**config.mk**
```make
export PLATFORM = sky130hd
export DESIGN_NAME = flag_alu
export DESIGN_NICKNAME = d
export VERILOG_FILES = /design/src/rtl/flag_alu_pkg.sv /design/src/rtl/alu_addsub.sv /design/src/rtl/alu_bitops.sv /design/src/rtl/flag_alu.sv
export SDC_FILE = /design/constraint.sdc
export NUM_CORES = 1
export LEC_CHECK = 0
export BUFFER_PORTS_ARGS = -buffer_cell sky130_fd_sc_hd__buf_2
export CELL_PAD_IN_SITES_DETAIL_PLACEMENT = 1
export CELL_PAD_IN_SITES_GLOBAL_PLACEMENT = 2
export CORE_ASPECT_RATIO = 1.25
export CORE_MARGIN = 3
export CORE_UTILIZATION = 31
export DETAILED_ROUTE_END_ITERATION = 16
export GPL_TIMING_DRIVEN = 0
export PLACE_DENSITY_LB_ADDON = 0.1
export SLEW_MARGIN = 20
export SYNTH_ARGS = -nofsm -noshare
export SYNTH_HDL_FRONTEND = slang
export SYNTH_SLANG_ARGS = --single-unit
```
**constraint.sdc**
```tcl
create_clock -name vclk -period 4.86
set_input_delay 0 -clock vclk [all_inputs]
set_output_delay 0 -clock vclk [all_outputs]
set_load 0.02 [all_outputs]
```
**src/rtl/flag_alu_pkg.sv**
```systemverilog
// Shared operation codes and flag bundle for the flag ALU.
// Assumes a 4-bit operation code; code 15 is reserved and does nothing.
package flag_alu_pkg;

    typedef enum logic [3:0] {
        OP_ADC8  = 4'd0,
        OP_SBC8  = 4'd1,
        OP_CMP8  = 4'd2,
        OP_AND8  = 4'd3,
        OP_OR8   = 4'd4,
        OP_XOR8  = 4'd5,
        OP_ROL8  = 4'd6,
        OP_ROR8  = 4'd7,
        OP_ASL8  = 4'd8,
        OP_LSR8  = 4'd9,
        OP_ADDW  = 4'd10,
        OP_SUBW  = 4'd11,
        OP_CMPW  = 4'd12,
        OP_INCW  = 4'd13,
        OP_DECW  = 4'd14,
        OP_NONE  = 4'd15
    } alu_op_e;

    typedef struct packed {
        logic n;
        logic v;
        logic h;
        logic z;
        logic c;
    } flag_set_t;

    typedef enum logic [2:0] {
        BIT_AND = 3'd0,
        BIT_OR  = 3'd1,
        BIT_XOR = 3'd2,
        BIT_ROL = 3'd3,
        BIT_ROR = 3'd4,
        BIT_ASL = 3'd5,
        BIT_LSR = 3'd6
    } bit_sel_e;

endpackage

```
**src/rtl/alu_addsub.sv**
```systemverilog
// Parameterised add/subtract core producing sum, carry, overflow and half-carry.
// Subtraction is a + ~b + cin, so carry out means "no borrow" and the bit-4
// half-carry term comes out already inverted relative to a ^ b ^ sum.
// Assumes N > 4 so that the half-carry tap at bit 4 exists.
module alu_addsub #(
    parameter int N = 8
) (
    input  logic [N-1:0] a,
    input  logic [N-1:0] b,
    input  logic         sub,
    input  logic         cin,
    output logic [N-1:0] sum,
    output logic         cout,
    output logic         ovf,
    output logic         hc
);
    localparam int MSB = N - 1;
    localparam int HB  = 4;

    logic [N-1:0] b_eff;

    // Form the effective second operand and the full-width sum.
    always_comb begin
        b_eff       = sub ? ~b : b;
        {cout, sum} = {1'b0, a} + {1'b0, b_eff} + {{N{1'b0}}, cin};
        ovf         = ~(a[MSB] ^ b_eff[MSB]) & (a[MSB] ^ sum[MSB]);
        hc          = a[HB] ^ b_eff[HB] ^ sum[HB];
    end

endmodule

```
**src/rtl/alu_bitops.sv**
```systemverilog
// Byte logic, rotate-through-carry and shift unit.
// Assumes the caller masks flag writes; this block only returns result and carry.
module alu_bitops
    import flag_alu_pkg::*;
#(
    parameter int W = 8
) (
    input  logic [W-1:0] a,
    input  logic [W-1:0] b,
    input  logic         cin,
    input  bit_sel_e     sel,
    output logic [W-1:0] res,
    output logic         cout
);
    // Pick the logic or shift function and its carry out.
    always_comb begin
        res  = '0;
        cout = cin;
        case (sel)
            BIT_AND: res = a & b;
            BIT_OR:  res = a | b;
            BIT_XOR: res = a ^ b;
            BIT_ROL: begin res = {a[W-2:0], cin};  cout = a[W-1]; end
            BIT_ROR: begin res = {cin, a[W-1:1]};  cout = a[0];   end
            BIT_ASL: begin res = {a[W-2:0], 1'b0}; cout = a[W-1]; end
            BIT_LSR: begin res = {1'b0, a[W-1:1]}; cout = a[0];   end
            default: begin res = '0; cout = cin; end
        endcase
    end

endmodule

```
**src/rtl/flag_alu.sv**
```systemverilog
// Byte/word ALU with N, V, H, Z, C flags and per-flag write enables.
// Purely combinational. Byte operations use the low W bits of the operands
// and clear the upper result bits. Unwritten N/V/Z read 0; unwritten C/H echo
// the incoming values.
module flag_alu
    import flag_alu_pkg::*;
#(
    parameter int W = 8
) (
    input  logic [3:0]     op_i,
    input  logic [2*W-1:0] a_i,
    input  logic [2*W-1:0] b_i,
    input  logic           c_i,
    input  logic           h_i,
    output logic [2*W-1:0] res_o,
    output logic           n_o,
    output logic           v_o,
    output logic           h_o,
    output logic           z_o,
    output logic           c_o,
    output logic           n_we_o,
    output logic           v_we_o,
    output logic           h_we_o,
    output logic           z_we_o,
    output logic           c_we_o
);
    localparam int WW = 2 * W;

    alu_op_e    op;
    logic       bsub, bcin, wsub, wcin;
    logic [WW-1:0] wb;
    logic [W-1:0]  bsum, lres;
    logic [WW-1:0] wsum;
    logic       bcout, bovf, bhc, wcout, wovf, whc, lcout;
    bit_sel_e   lsel;
    flag_set_t  val, we;
    logic [WW-1:0] res;

    // Steer operands and carry-in of both adders from the operation code.
    always_comb begin
        op   = alu_op_e'(op_i);
        bsub = (op != OP_ADC8);
        bcin = (op == OP_CMP8) ? 1'b1 : c_i;
        wsub = (op == OP_SUBW) || (op == OP_CMPW) || (op == OP_DECW);
        wcin = (op == OP_SUBW) || (op == OP_CMPW) || (op == OP_INCW);
        wb   = ((op == OP_INCW) || (op == OP_DECW)) ? '0 : b_i;
        case (op)
            OP_AND8: lsel = BIT_AND;
            OP_OR8:  lsel = BIT_OR;
            OP_XOR8: lsel = BIT_XOR;
            OP_ROL8: lsel = BIT_ROL;
            OP_ROR8: lsel = BIT_ROR;
            OP_ASL8: lsel = BIT_ASL;
            default: lsel = BIT_LSR;
        endcase
    end

    alu_addsub #(.N(W)) u_byte (
        .a(a_i[W-1:0]), .b(b_i[W-1:0]), .sub(bsub), .cin(bcin),
        .sum(bsum), .cout(bcout), .ovf(bovf), .hc(bhc)
    );

    alu_addsub #(.N(WW)) u_word (
        .a(a_i), .b(wb), .sub(wsub), .cin(wcin),
        .sum(wsum), .cout(wcout), .ovf(wovf), .hc(whc)
    );

    alu_bitops #(.W(W)) u_bits (
        .a(a_i[W-1:0]), .b(b_i[W-1:0]), .cin(c_i), .sel(lsel),
        .res(lres), .cout(lcout)
    );

    // Select result, raw flag values and write enables per operation.
    always_comb begin
        res = '0;
        val = '0;
        we  = '0;
        case (op)
            OP_ADC8, OP_SBC8: begin
                res = {{W{1'b0}}, bsum};
                val = '{n: bsum[W-1], v: bovf, h: bhc, z: (bsum == '0), c: bcout};
                we  = '{n: 1'b1, v: 1'b1, h: 1'b1, z: 1'b1, c: 1'b1};
            end
            OP_CMP8: begin
                val = '{n: bsum[W-1], v: 1'b0, h: 1'b0, z: (bsum == '0), c: bcout};
                we  = '{n: 1'b1, v: 1'b0, h: 1'b0, z: 1'b1, c: 1'b1};
            end
            OP_AND8, OP_OR8, OP_XOR8: begin
                res = {{W{1'b0}}, lres};
                val = '{n: lres[W-1], v: 1'b0, h: 1'b0, z: (lres == '0), c: 1'b0};
                we  = '{n: 1'b1, v: 1'b0, h: 1'b0, z: 1'b1, c: 1'b0};
            end
            OP_ROL8, OP_ROR8, OP_ASL8, OP_LSR8: begin
                res = {{W{1'b0}}, lres};
                val = '{n: lres[W-1], v: 1'b0, h: 1'b0, z: (lres == '0), c: lcout};
                we  = '{n: 1'b1, v: 1'b0, h: 1'b0, z: 1'b1, c: 1'b1};
            end
            OP_ADDW, OP_SUBW: begin
                res = wsum;
                val = '{n: wsum[WW-1], v: wovf, h: whc, z: (wsum == '0), c: wcout};
                we  = '{n: 1'b1, v: 1'b1, h: 1'b1, z: 1'b1, c: 1'b1};
            end
            OP_CMPW: begin
                val = '{n: wsum[WW-1], v: 1'b0, h: 1'b0, z: (wsum == '0), c: wcout};
                we  = '{n: 1'b1, v: 1'b0, h: 1'b0, z: 1'b1, c: 1'b1};
            end
            OP_INCW, OP_DECW: begin
                res = wsum;
                val = '{n: wsum[WW-1], v: 1'b0, h: 1'b0, z: (wsum == '0), c: 1'b0};
                we  = '{n: 1'b1, v: 1'b0, h: 1'b0, z: 1'b1, c: 1'b0};
            end
            default: begin
                res = '0;
                val = '0;
                we  = '0;
            end
        endcase
    end

    // Drive outputs, masking unwritten flags to 0 or the incoming value.
    always_comb begin
        res_o  = res;
        n_we_o = we.n;
        v_we_o = we.v;
        h_we_o = we.h;
        z_we_o = we.z;
        c_we_o = we.c;
        n_o    = we.n & val.n;
        v_o    = we.v & val.v;
        z_o    = we.z & val.z;
        h_o    = we.h ? val.h : h_i;
        c_o    = we.c ? val.c : c_i;
    end

    // Output-level consistency checks.
    always_comb begin

        pass_carry_chk: assert (c_we_o || (c_o == c_i));

        byte_high_clear_chk: assert ((op_i >= 4'd10) || (res_o[WW-1:W] == '0));

        cmp_only_nzc_chk: assert (!((op_i == 4'd2) || (op_i == 4'd12)) ||
                                  (!v_we_o && !h_we_o && (res_o == '0)));

        word_zero_chk: assert (!((op_i == 4'd10) || (op_i == 4'd11) ||
                                 (op_i == 4'd13) || (op_i == 4'd14)) ||
                               ((z_o == (res_o == '0)) && (n_o == res_o[WW-1])));
    end

endmodule

```
==> results summary, run 1 <==
At the placement stage, the worst setup path has a slack of 0.208 ns. At the end of routability-driven placement, the weighted congestion stood at 0.890. The tightest min-delay check is of the primary input to output port type. The DRC violations left came out at 0. The fraction of power consumed by sequential logic came out at 0%. The share of the clock period used by the worst path came out at 91.0%. The reported max-cap violation count came out at 0. The via count of the first global-routing pass came out at 2845. The summed negative setup slack over all endpoints is 0 ns. The data arrival time of the worst path came out at 4.42 ns. The final critical-path setup slack is 0.437 ns.

The number of antenna repair diodes is 0. The total number of nets in the final design is 487. The number of hold buffers added after CTS came out at 0. The area added between synthesis and finish came out at 18.0%. The number of antenna violations at the first check in global routing was 0.

Port buffering added 64 buffers. The count of filler cells inserted in the layout came out at 1007. The relative contribution of the clock network to total power came out at 0%. Of all nets on the critical path, the largest fanout is 10.

The kind of launch point of the worst setup path is a primary input. The minimum clock period is 4.42 ns. In this run, post-CTS repair resized a total of 0 instances. The mean post-synth cell area is 7.23 sq um. The total congestion overflow is 0. The die outline width came out at 85.9 microns.

The floorplan step defined a die boundary enclosing 9090 sq um. The part of the Yosys area used for sequential elements is 0%. The area occupied by registers is 0 sq um. The library cell used most frequently in the layout, excluding fill and tap cells, is sky130_fd_sc_hd__buf_2. The share of the synthesized area in compound gates (AO/OA/AOI/OAI) is 32.8%. Setup repair after global routing left no endpoint under its margin. The number of nets in the synthesized netlist came out at 422. The final number of hold-violating endpoints is 0.

In the layout the commonest cells are sky130_fd_sc_hd__buf_2, sky130_fd_sc_hd__ha_1, sky130_fd_sc_hd__nand2_1. The pin count of the biggest net entering global routing is 11. The flow ran to the end, and the final reports show no timing, DRC or antenna violations. The number of warnings issued by yosys is 0. In this run the power density over the cells is 170 nW/um^2. Derived from the worst setup path, the maximum achievable clock frequency is 226 MHz. In the final layout, the share of cells above drive strength 1 is 22.7%. The total routing resource utilization after global routing is 19.4%.

The net switching component of the power came out at 0.299 mW. The final number of max-transition violations came out at 0. The vertical extent of the die came out at 106 microns. The global-route wire length before repair came out at 14.6 mm.

After detailed routing, the number of vias per cell comes to 5.56. The number of clock buffers in the layout is 0. The starting utilization of the core area is 32.6%. The violation count after the first detailed-route iteration came out at 110. STA classifies the critical path endpoint as an output port. The mux cell area share after synthesis came out at 0.455%. The routed wire length came out at 8.66 mm.

Across the VDD grid, the largest voltage drop is 0.0652 mV. The count of TritonRoute iterations in the first routing pass is 4. The synthesized-area fraction occupied by adder cells came out at 22.5%.

Dividing the detail-routed wire length by the instance count gives 17.4 microns. Summing the areas of all and, or, nand and nor instances in the mapped netlist gives 22.2% of the synthesized area. The worst path required time came out at 4.86 ns. The measured slew at the worst slew-check pin came out at 0.986 ns.

The combinational power share came out at 100.0%. The total setup violations reported at the end of the flow is 0. The post-synthesis xor/xnor area fraction came out at 15.6%. The via count of the routed design came out at 2764. The detail route stage leaves a number of antenna-violating nets equal to 0. The detailed placement HPWL came out at 7.36 mm. The final layout contains a sequential cell count of 0. The number of top-level pins came out at 64. By startpoint and endpoint, the worst setup path is classified as primary input to output port. The cell-internal power is 0.196 mW.

Summed over all cells, the static leakage comes to 1.37 nW. After synthesis, the largest family of logic cells by area is compound AO/OA/AOI/OAI gates. The number of unique standard cell types used by synthesis came out at 65.

The core region is 7580 sq um. Summing every instance area after synthesis gives 2470 sq um. The switching share of power is 60.5%. The cell count after synthesis came out at 342.

The post-CTS setup buffer count came out at 0. The normalized max-slew margin is 33.8%. The initialized floorplan defines 35 standard-cell rows.
kinds of logic after synthesis:
kind of cell / count (synthesis)
AOI/OAI and AO/OA: 110
and+or+nand+nor: 105
xor gates and xnor gates: 44
adders and majority gates: 42
buffers and inverters: 40
muxes: 1
Yosys cell counts (all sizes together) (5+ instances only):
library cell	count	area, sq um
a22oi	9	67.6
clkbuf	7	26.3
nor3	6	30.0
nand2	34	128
a21o	7	53.8
inv	24	90.1
a221oi	10	100
nand3b	5	37.5
nor2	25	93.8
o21ai	21	105
nand3	6	30.0
ha	38	475
xor2	24	210
xnor2	20	175
buf	9	45.0
o221ai	6	52.6
a21oi	22	118
stage by stage:
step / utilization (%) / power (mW) / cell area [sq um] / std cells / hold WS (ns)
after floorplan: - / 0.355 / 2470 / 342 / 0.237
after detailed placement: 38.5 / 0.498 / 2920 / 498 / 0.403
final: 38.5 / 0.495 / 2920 / 497 / 0.394
after global routing: 38.5 / 0.556 / 2920 / 497 / 0.421
after CTS: 38.5 / 0.500 / 2920 / 498 / 0.403
after global placement: 38.4 / 0.490 / 2910 / 498 / 0.409
worst max-delay path: stages:
cell and delay (ns):
sky130_fd_sc_hd__buf_2 0.11, sky130_fd_sc_hd__clkbuf_1 0.41, sky130_fd_sc_hd__buf_1 0.42, sky130_fd_sc_hd__nand2_2 0.28, sky130_fd_sc_hd__xor2_1 0.24, sky130_fd_sc_hd__fa_1 0.45, sky130_fd_sc_hd__fa_1 0.45, sky130_fd_sc_hd__a21o_1 0.18
sky130_fd_sc_hd__a21oi_1 0.28, sky130_fd_sc_hd__xor2_1 0.22, sky130_fd_sc_hd__or4bb_1 0.48, sky130_fd_sc_hd__a2111oi_4 0.31, sky130_fd_sc_hd__and4b_1 0.24, sky130_fd_sc_hd__a41o_1 0.17, sky130_fd_sc_hd__buf_2 0.16
metal layers:
metal	track usage (%)	share of wire, %	up-vias
met5	0	0	-
met4	0.452	0.32	0
met3	0.313	3.4	2
met2	34.4	50	57
met1	27.4	46	1316
li1	-	-	1389
cell type report:
type | count | area (sq um) | area share, %
plain buffers | 15 | 70.1 | 2.40
inverters | 24 | 90.1 | 3.09
multi-input cells | 302 | 2320 | 79.6
well taps | 92 | 115 | 3.95
repair buffers | 64 | 320 | 11.0
worst paths after layout:
path	start	endpoint	slack [ns]	cells after the start
min	h_i	h_o	0.39	3
max	op_i[3]	z_o	0.44	15
power groups by stage:
| stage | sequential, mW | clock, mW | combinational, mW |
|---|---|---|---|
| finish | 0 | 0 | 0.495 |
| global route | 0 | 0 | 0.556 |
| CTS | 0 | 0 | 0.500 |
| detailed placement | 0 | 0 | 0.498 |
| global placement | 0 | 0 | 0.490 |
| floorplan | 0 | 0 | 0.355 |
No activity file was read; power rests on OpenSTA's default activity.
==> run 2, diff against run 1 <==
- CORE_ASPECT_RATIO: 1.25 -> default
==> run 2 against run 1 <==
Effect of this change:
- hold slack got worse by 0.0053 ns
- first-iteration DRC count decreased by 36%
- clock-buffer cell count unchanged
- via count decreased by 0.36%
- sequential share of layout area unchanged
- cell area increased by 0.60%
- global-route usage increased by 0.45 points
- power increased by 1.1%
- die area about the same
- combinational power increased by 1%
- critical path depth increased by 1
- worst setup slack got worse by 0.059 ns
- critical endpoint unchanged
- largest power group unchanged
==> results summary, run 2 (synthesis results as in run 1) <==
STA puts the critical path data required time at 4.86 ns. The worst setup path is of the primary input to output port kind. The share of post-route cells with drive strength above 1 came out at 22.9%. The final number of hold-violating endpoints came to 0. The starting utilization of the core area is 33.0%. The average via count per standard cell came out at 5.45. The die outline width came out at 95.3 microns.

After layout, the clock buffer instance count stands at 0. The number of top-level pins is 64. The final design instance area without fill came out at 2940 sq um. The sequential cells in the finished layout cover a total of 0 sq um. The summed negative setup slack over all endpoints came out at 0 ns. The count of filler cells inserted in the layout came out at 970. In this run the static leakage power is 1.38 nW. Summed over all layers, the global routing overflow is 0. In this run the standard cell core region covers 7490 sq um. The sequential cell count came out at 0.

Setup repair after global routing left no endpoint under its margin. In the layout the commonest cells are sky130_fd_sc_hd__buf_2, sky130_fd_sc_hd__ha_1, sky130_fd_sc_hd__nand2_1. 0 antenna diodes ended up in the layout. The largest driver fanout on the critical path came out at 10. The normalized max-slew margin is 28.3%. The area of the die came out at 9080 sq um.

In this run the worst hold path is classified as primary input to output port. The maximum ir drop on the vdd rail is 0.0634 mV. The worst path needs 4.48 ns of the cycle, external delays included. The global-route track usage on met2 is 34.3%.

The critical path starts at op_i[2]. The quantity of I/O buffers inserted on ports is 64. The number of cell rows came out at 31. The worst hold path begins at h_i. The number of hold buffers added after CTS came out at 0. The total number of nets in the final design is 488.

The instance area at placement is 2930 sq um. The count of nets left with antenna violations once routing finished came out at 0. At the pin with the least slew margin, the transition time is 1.07 ns. The pin count of the biggest net entering global routing is 11. The DRC violations left is 0.

At the end of routability-driven placement, the weighted congestion stood at 0.872. The area growth from synthesis to layout is 18.7%. The final number of max-transition violations came out at 0. The vertical extent of the die came out at 95.3 microns. The via count of the first global-routing pass came out at 2697.

The fmax is 223 MHz. Dividing the final minimum period by the clock period gives 92.2%. The number of antenna violations at the first check in global routing came out at 0. The detailed placement HPWL came out at 7.49 mm. The data arrival time of the worst path is 4.48 ns. The post-CTS setup buffer count came out at 0. The library cell used most frequently in the layout, excluding fill and tap cells, is sky130_fd_sc_hd__buf_2. The flow ran to the end, and the final reports show no timing, DRC or antenna violations. The ratio of total power to cell area came out at 171 nW/um^2. For this block, the initial DRC count from the detailed router was 70. The routed wire length came out at 9.01 mm. The global-route wire length before repair is 14.3 mm. The count of TritonRoute iterations in the first routing pass came out at 4. The via count of the routed design came out at 2754. The total routing resource utilization after global routing came out at 19.8%. The worst setup path is launched from a primary input. Global routing used 0.237% of the available met3 tracks. The global routing stage identified its most utilized layer as met2.

Dividing the detail-routed wire length by the instance count gives 17.8 microns. The reported max-cap violation count came out at 0. Setup violations remaining at the end of the flow were counted as 0.

STA classifies the critical path endpoint as an output port. The fraction of met1 tracks used by global routing came out at 29.0%.
-- run 2: repair_timing --
item,in CTS,in global routing
endpoints found under the hold margin,0,0
gates resized for setup,0,4
endpoints found under the setup margin,0,5
-- run 2: where the power goes --
group	internal, mW	switching (mW)	total [mW]
registers	0	0	0
logic	0.196	0.304	0.501
clock network	0	0	0
total	0.196	0.304	0.501
-- run 2: worst paths after layout --
kind | to | slack [ns] | cells past startpoint
worst max-delay path | z_o | 0.38 | 16
worst min-delay path | h_o | 0.39 | 3
-- run 2: worst max-delay path, stage by stage --
cell and delay (ns):
sky130_fd_sc_hd__buf_2 0.11, sky130_fd_sc_hd__clkbuf_1 0.33, sky130_fd_sc_hd__buf_1 0.44, sky130_fd_sc_hd__nand3_2 0.33
sky130_fd_sc_hd__nand2_1 0.17, sky130_fd_sc_hd__xor2_1 0.09, sky130_fd_sc_hd__fa_1 0.45, sky130_fd_sc_hd__fa_1 0.46
sky130_fd_sc_hd__a21o_1 0.19, sky130_fd_sc_hd__a21oi_1 0.33, sky130_fd_sc_hd__xor2_1 0.22, sky130_fd_sc_hd__or4bb_1 0.48
sky130_fd_sc_hd__a2111oi_4 0.30, sky130_fd_sc_hd__and4b_1 0.23, sky130_fd_sc_hd__a41o_1 0.17, sky130_fd_sc_hd__buf_2 0.16
-- run 2: final cells by class --
| cell class | instances | area, sq um | share of cell area, % |
|---|---|---|---|
| plain buffers | 16 | 73.8 | 2.51 |
| multi-input cells | 302 | 2330 | 79.3 |
| repair buffers | 64 | 320 | 10.9 |
| well taps | 99 | 124 | 4.22 |
| inverters | 24 | 90.1 | 3.07 |
-- run 2: stage by stage --
step	worst slack (ns)	cells	utilization [%]	hold WS, ns	power [mW]
final	0.378	505	39.2	0.389	0.501
after global routing	0.0318	505	39.2	0.419	0.556
after CTS	0.0962	505	39.1	0.395	0.502
after detailed placement	0.110	505	39.1	0.395	0.501
after global placement	0.0591	505	39.0	0.386	0.492
after floorplan	1.15	342	-	0.237	0.355
-- run 2: routing by layer --
| metal | part of all wire, % | vias up |
|---|---|---|
| met2 | 47 | 50 |
| met3 | 3.7 | 0 |
| li1 | - | 1395 |
| met4 | 0 | 0 |
| met1 | 49 | 1309 |
| met5 | 0 | - |
==> run 3, diff against run 2 <==
- CORE_UTILIZATION: 31 -> 33
- SLEW_MARGIN: 20 -> default
- SYNTH_HIERARCHICAL: default -> 1
==> run 3 against run 2 <==
Effect of this change:
- via count grew 18%
- worst setup slack gained 0.019 ns
- global-route usage increased by 0.35 points
- wire length rose by 18%
- hold slack got worse by 0.0081 ns
- synthesized area is 25% higher
- maximum frequency rose by 0.42%
- critical endpoint is now c_o
==> results summary, run 3 <==
The flow ran to the end, and the final reports show no timing, DRC or antenna violations. The layout has 1170 filler cells. The violation count after the first detailed-route iteration is 86. Among all cell types in the netlist, the one instantiated most often is sky130_fd_sc_hd__nand2_1. The number of different library cells used by synthesis comes to 74. After the last flow step, the layout net total stands at 570. In this design, the stage delay of the slowest critical-path cell is 0.43 ns.

The reported max-cap violation count came out at 0. The final critical-path setup slack came out at 0.397 ns. The via count of the routed design is 3247. The multi-input combinational cells in the finished layout cover a total of 2770 sq um. The core area is 8930 sq um. The sequential cell count is 0. The count of cells resized by post-cts repair is 0. The fraction of power consumed by sequential logic is 0%. During I/O placement, the number of pins put on the boundary was 64. In this run the static leakage power is 1.77 nW. The total congestion overflow is 0. The share of total power dissipated in the clock network is 0%.

The ratio of total power to cell area is 174 nW/um^2. For this run, the total global-route usage over all layers was measured as 20.2%. The part of the Yosys area used for sequential elements came out at 0%. The detailed placement HPWL came out at 9.04 mm. The cell count after synthesis is 427. The final number of hold-violating endpoints is 0. Entering global routing, the biggest net connects 11 pins. The quantity of I/O buffers inserted on ports came out at 61. The number of antenna repair diodes is 0. The area added between synthesis and finish came out at 14.2%. The final number of max-transition violations was 0. Counting instances in the post-synthesis netlist gives the leading cell types as sky130_fd_sc_hd__nand2_1, sky130_fd_sc_hd__ha_1, sky130_fd_sc_hd__inv_1. The worst slack at placement came out at 0.358 ns. The cell-internal power came out at 0.236 mW.

Of all nets on the critical path, the largest fanout is 10. The measured slew at the worst slew-check pin came out at 0.589 ns. Grouping stages by cell kind, the critical path spends the most delay in buffers and inverters.

The number of clock buffers in the layout came out at 0. The worst setup path is launched from a primary input. Per report_power, the combinational group accounts for 100.0% of the total. The post-route netlist has 21.7% of its cells at a drive strength greater than 1. Setup repair after global routing left no endpoint under its margin. The count of buffering cells on the critical path with inverters included came out at 5. The fmax is 224 MHz. Yosys printed 6 warnings.

The normalized max-slew margin came out at 60.6%. The area occupied by registers came out at 0 sq um. The worst setup path is captured at an output port. The data arrival time of the worst path is 4.46 ns. The slowest cell on the critical path is sky130_fd_sc_hd__clkbuf_1. The minimum clock period is 4.46 ns. Setup total negative slack on the finished layout was measured at 0 ns. In the post-synthesis netlist, the biggest area contributors are sky130_fd_sc_hd__ha_1, sky130_fd_sc_hd__xor2_1, sky130_fd_sc_hd__nand2_1. The critical path goes through buf_4 -> clkbuf_1 -> nor2_1 -> o21a_1 -> clkbuf_1 -> buf_2 -> xnor2_1 -> fa_1 -> fa_1 -> nor2b_1 -> o311ai_2 -> a31oi_1 -> a211oi_2 -> o21ai_0 -> nor3b_1 -> a21oi_1 -> o221ai_1 -> buf_2. The starting utilization of the core area is 34.6%. The top cell types in the final layout, fill and taps aside, are sky130_fd_sc_hd__buf_2, sky130_fd_sc_hd__nand2_1, sky130_fd_sc_hd__ha_1. The count of nets left with antenna violations once routing finished came out at 0. The number of antenna violations at the first check in global routing came to 0.

The net switching component of the power is 0.379 mW. The count of TritonRoute iterations in the first routing pass is 4. In the routed layout, each cell is associated on average with a via count of 5.45. After synthesis, the largest area contributor takes up 15.4% of total cell area. Setup violations remaining at the end of the flow were counted as 0. In this run the worst setup path begins at op_i[2].

The kind of critical path is primary input to output port. The switching share of power came out at 61.6%. The vertical extent of the die is 103 microns. Summed over all instances, the cell type with the most area after synthesis is sky130_fd_sc_hd__ha_1. The routability congestion estimate from global placement came out at 0.882.

The die outline width came out at 103 microns. When the netlist entered floorplanning its net count stood at 507. Buffers added to address setup during post-CTS repair amount to 0. Leaving out fill and tap cells, the most frequent cell in the layout is sky130_fd_sc_hd__buf_2.

The first global-routing pass estimated 17.1 mm of wire. The number of cell rows is 34. Dividing the detail-routed wire length by the instance count gives 17.9 microns. The worst path required time came out at 4.86 ns.

The path class of the tightest hold or removal check is primary input to output port. In this run the mean area of a mapped cell was 7.25 sq um. In the finished design, the share of the clock period the worst path needs comes to 91.8%.

The number of logic stages on the critical path including buffering is 18. The maximum ir drop on the vdd rail is 0.0741 mV. The floorplan step defined a die boundary enclosing 10600 sq um. The via count of the first global-routing pass came out at 3224. Following the worst setup path forward leads to its endpoint at c_o.

After detailed routing, the number of remaining DRC violations is 0. Buffers inserted to repair hold after CTS numbered 0. The routed wire length came out at 10.6 mm. The synthesized area is 3100 sq um.
-- run 3: cell families after synthesis --
family | synth area share, %
AO/OA/AOI/OAI | 27.0
AND/OR/NAND/NOR | 26.3
XOR/XNOR | 13.1
buffers and inverters | 10.5
multiplexers | 5.25
adder cells (fa/ha/maj) | 17.9
-- run 3: worst min path at each step --
stage            start      to  slack [ns]  cells after the start
3_5_place_dp   op_i[0]  c_we_o        0.38                      3
3_3_place_gp   op_i[0]  c_we_o        0.38                      3
2_1_floorplan      h_i     h_o        0.24                      2
6_report       op_i[0]  c_we_o        0.38                      3
5_1_grt        op_i[0]  c_we_o        0.41                      3
4_1_cts        op_i[0]  c_we_o        0.38                      3
-- run 3: layer usage --
metal  global-route usage, %  vias up  wire, microns  share of wire, %
met3                   0.677        4            315               3.0
met4                   0.697        0             38              0.36
met5                       0        -              0                 0
li1                        -     1631              -                 -
met1                    29.2     1564           5170                49
met2                    35.2       48           5120                48
-- run 3: power groups by stage --
stage	combinational, mW	clock (mW)	sequential (mW)
CTS	0.618	0	0
finish	0.615	0	0
global placement	0.603	0	0
floorplan	0.439	0	0
detailed placement	0.615	0	0
global route	0.681	0	0
-- run 3: through the flow --
step / instance area, sq um / hold slack [ns] / power (mW) / utilization [%] / instances
CTS: 3540 / 0.382 / 0.618 / 39.6 / 596
detailed placement: 3540 / 0.383 / 0.615 / 39.6 / 596
floorplan: 3100 / 0.243 / 0.439 / - / 427
finish: 3540 / 0.381 / 0.615 / 39.6 / 596
global route: 3540 / 0.414 / 0.681 / 39.6 / 596
global placement: 3540 / 0.381 / 0.603 / 39.6 / 596
-- run 3: final cells by class --
type / count / share of cell area [%]
Buffer: 27 / 5.24
Multi-Input combinational cell: 363 / 78.4
Timing Repair Buffer: 61 / 8.63
Tap cell: 108 / 3.82
Inverter: 37 / 3.93
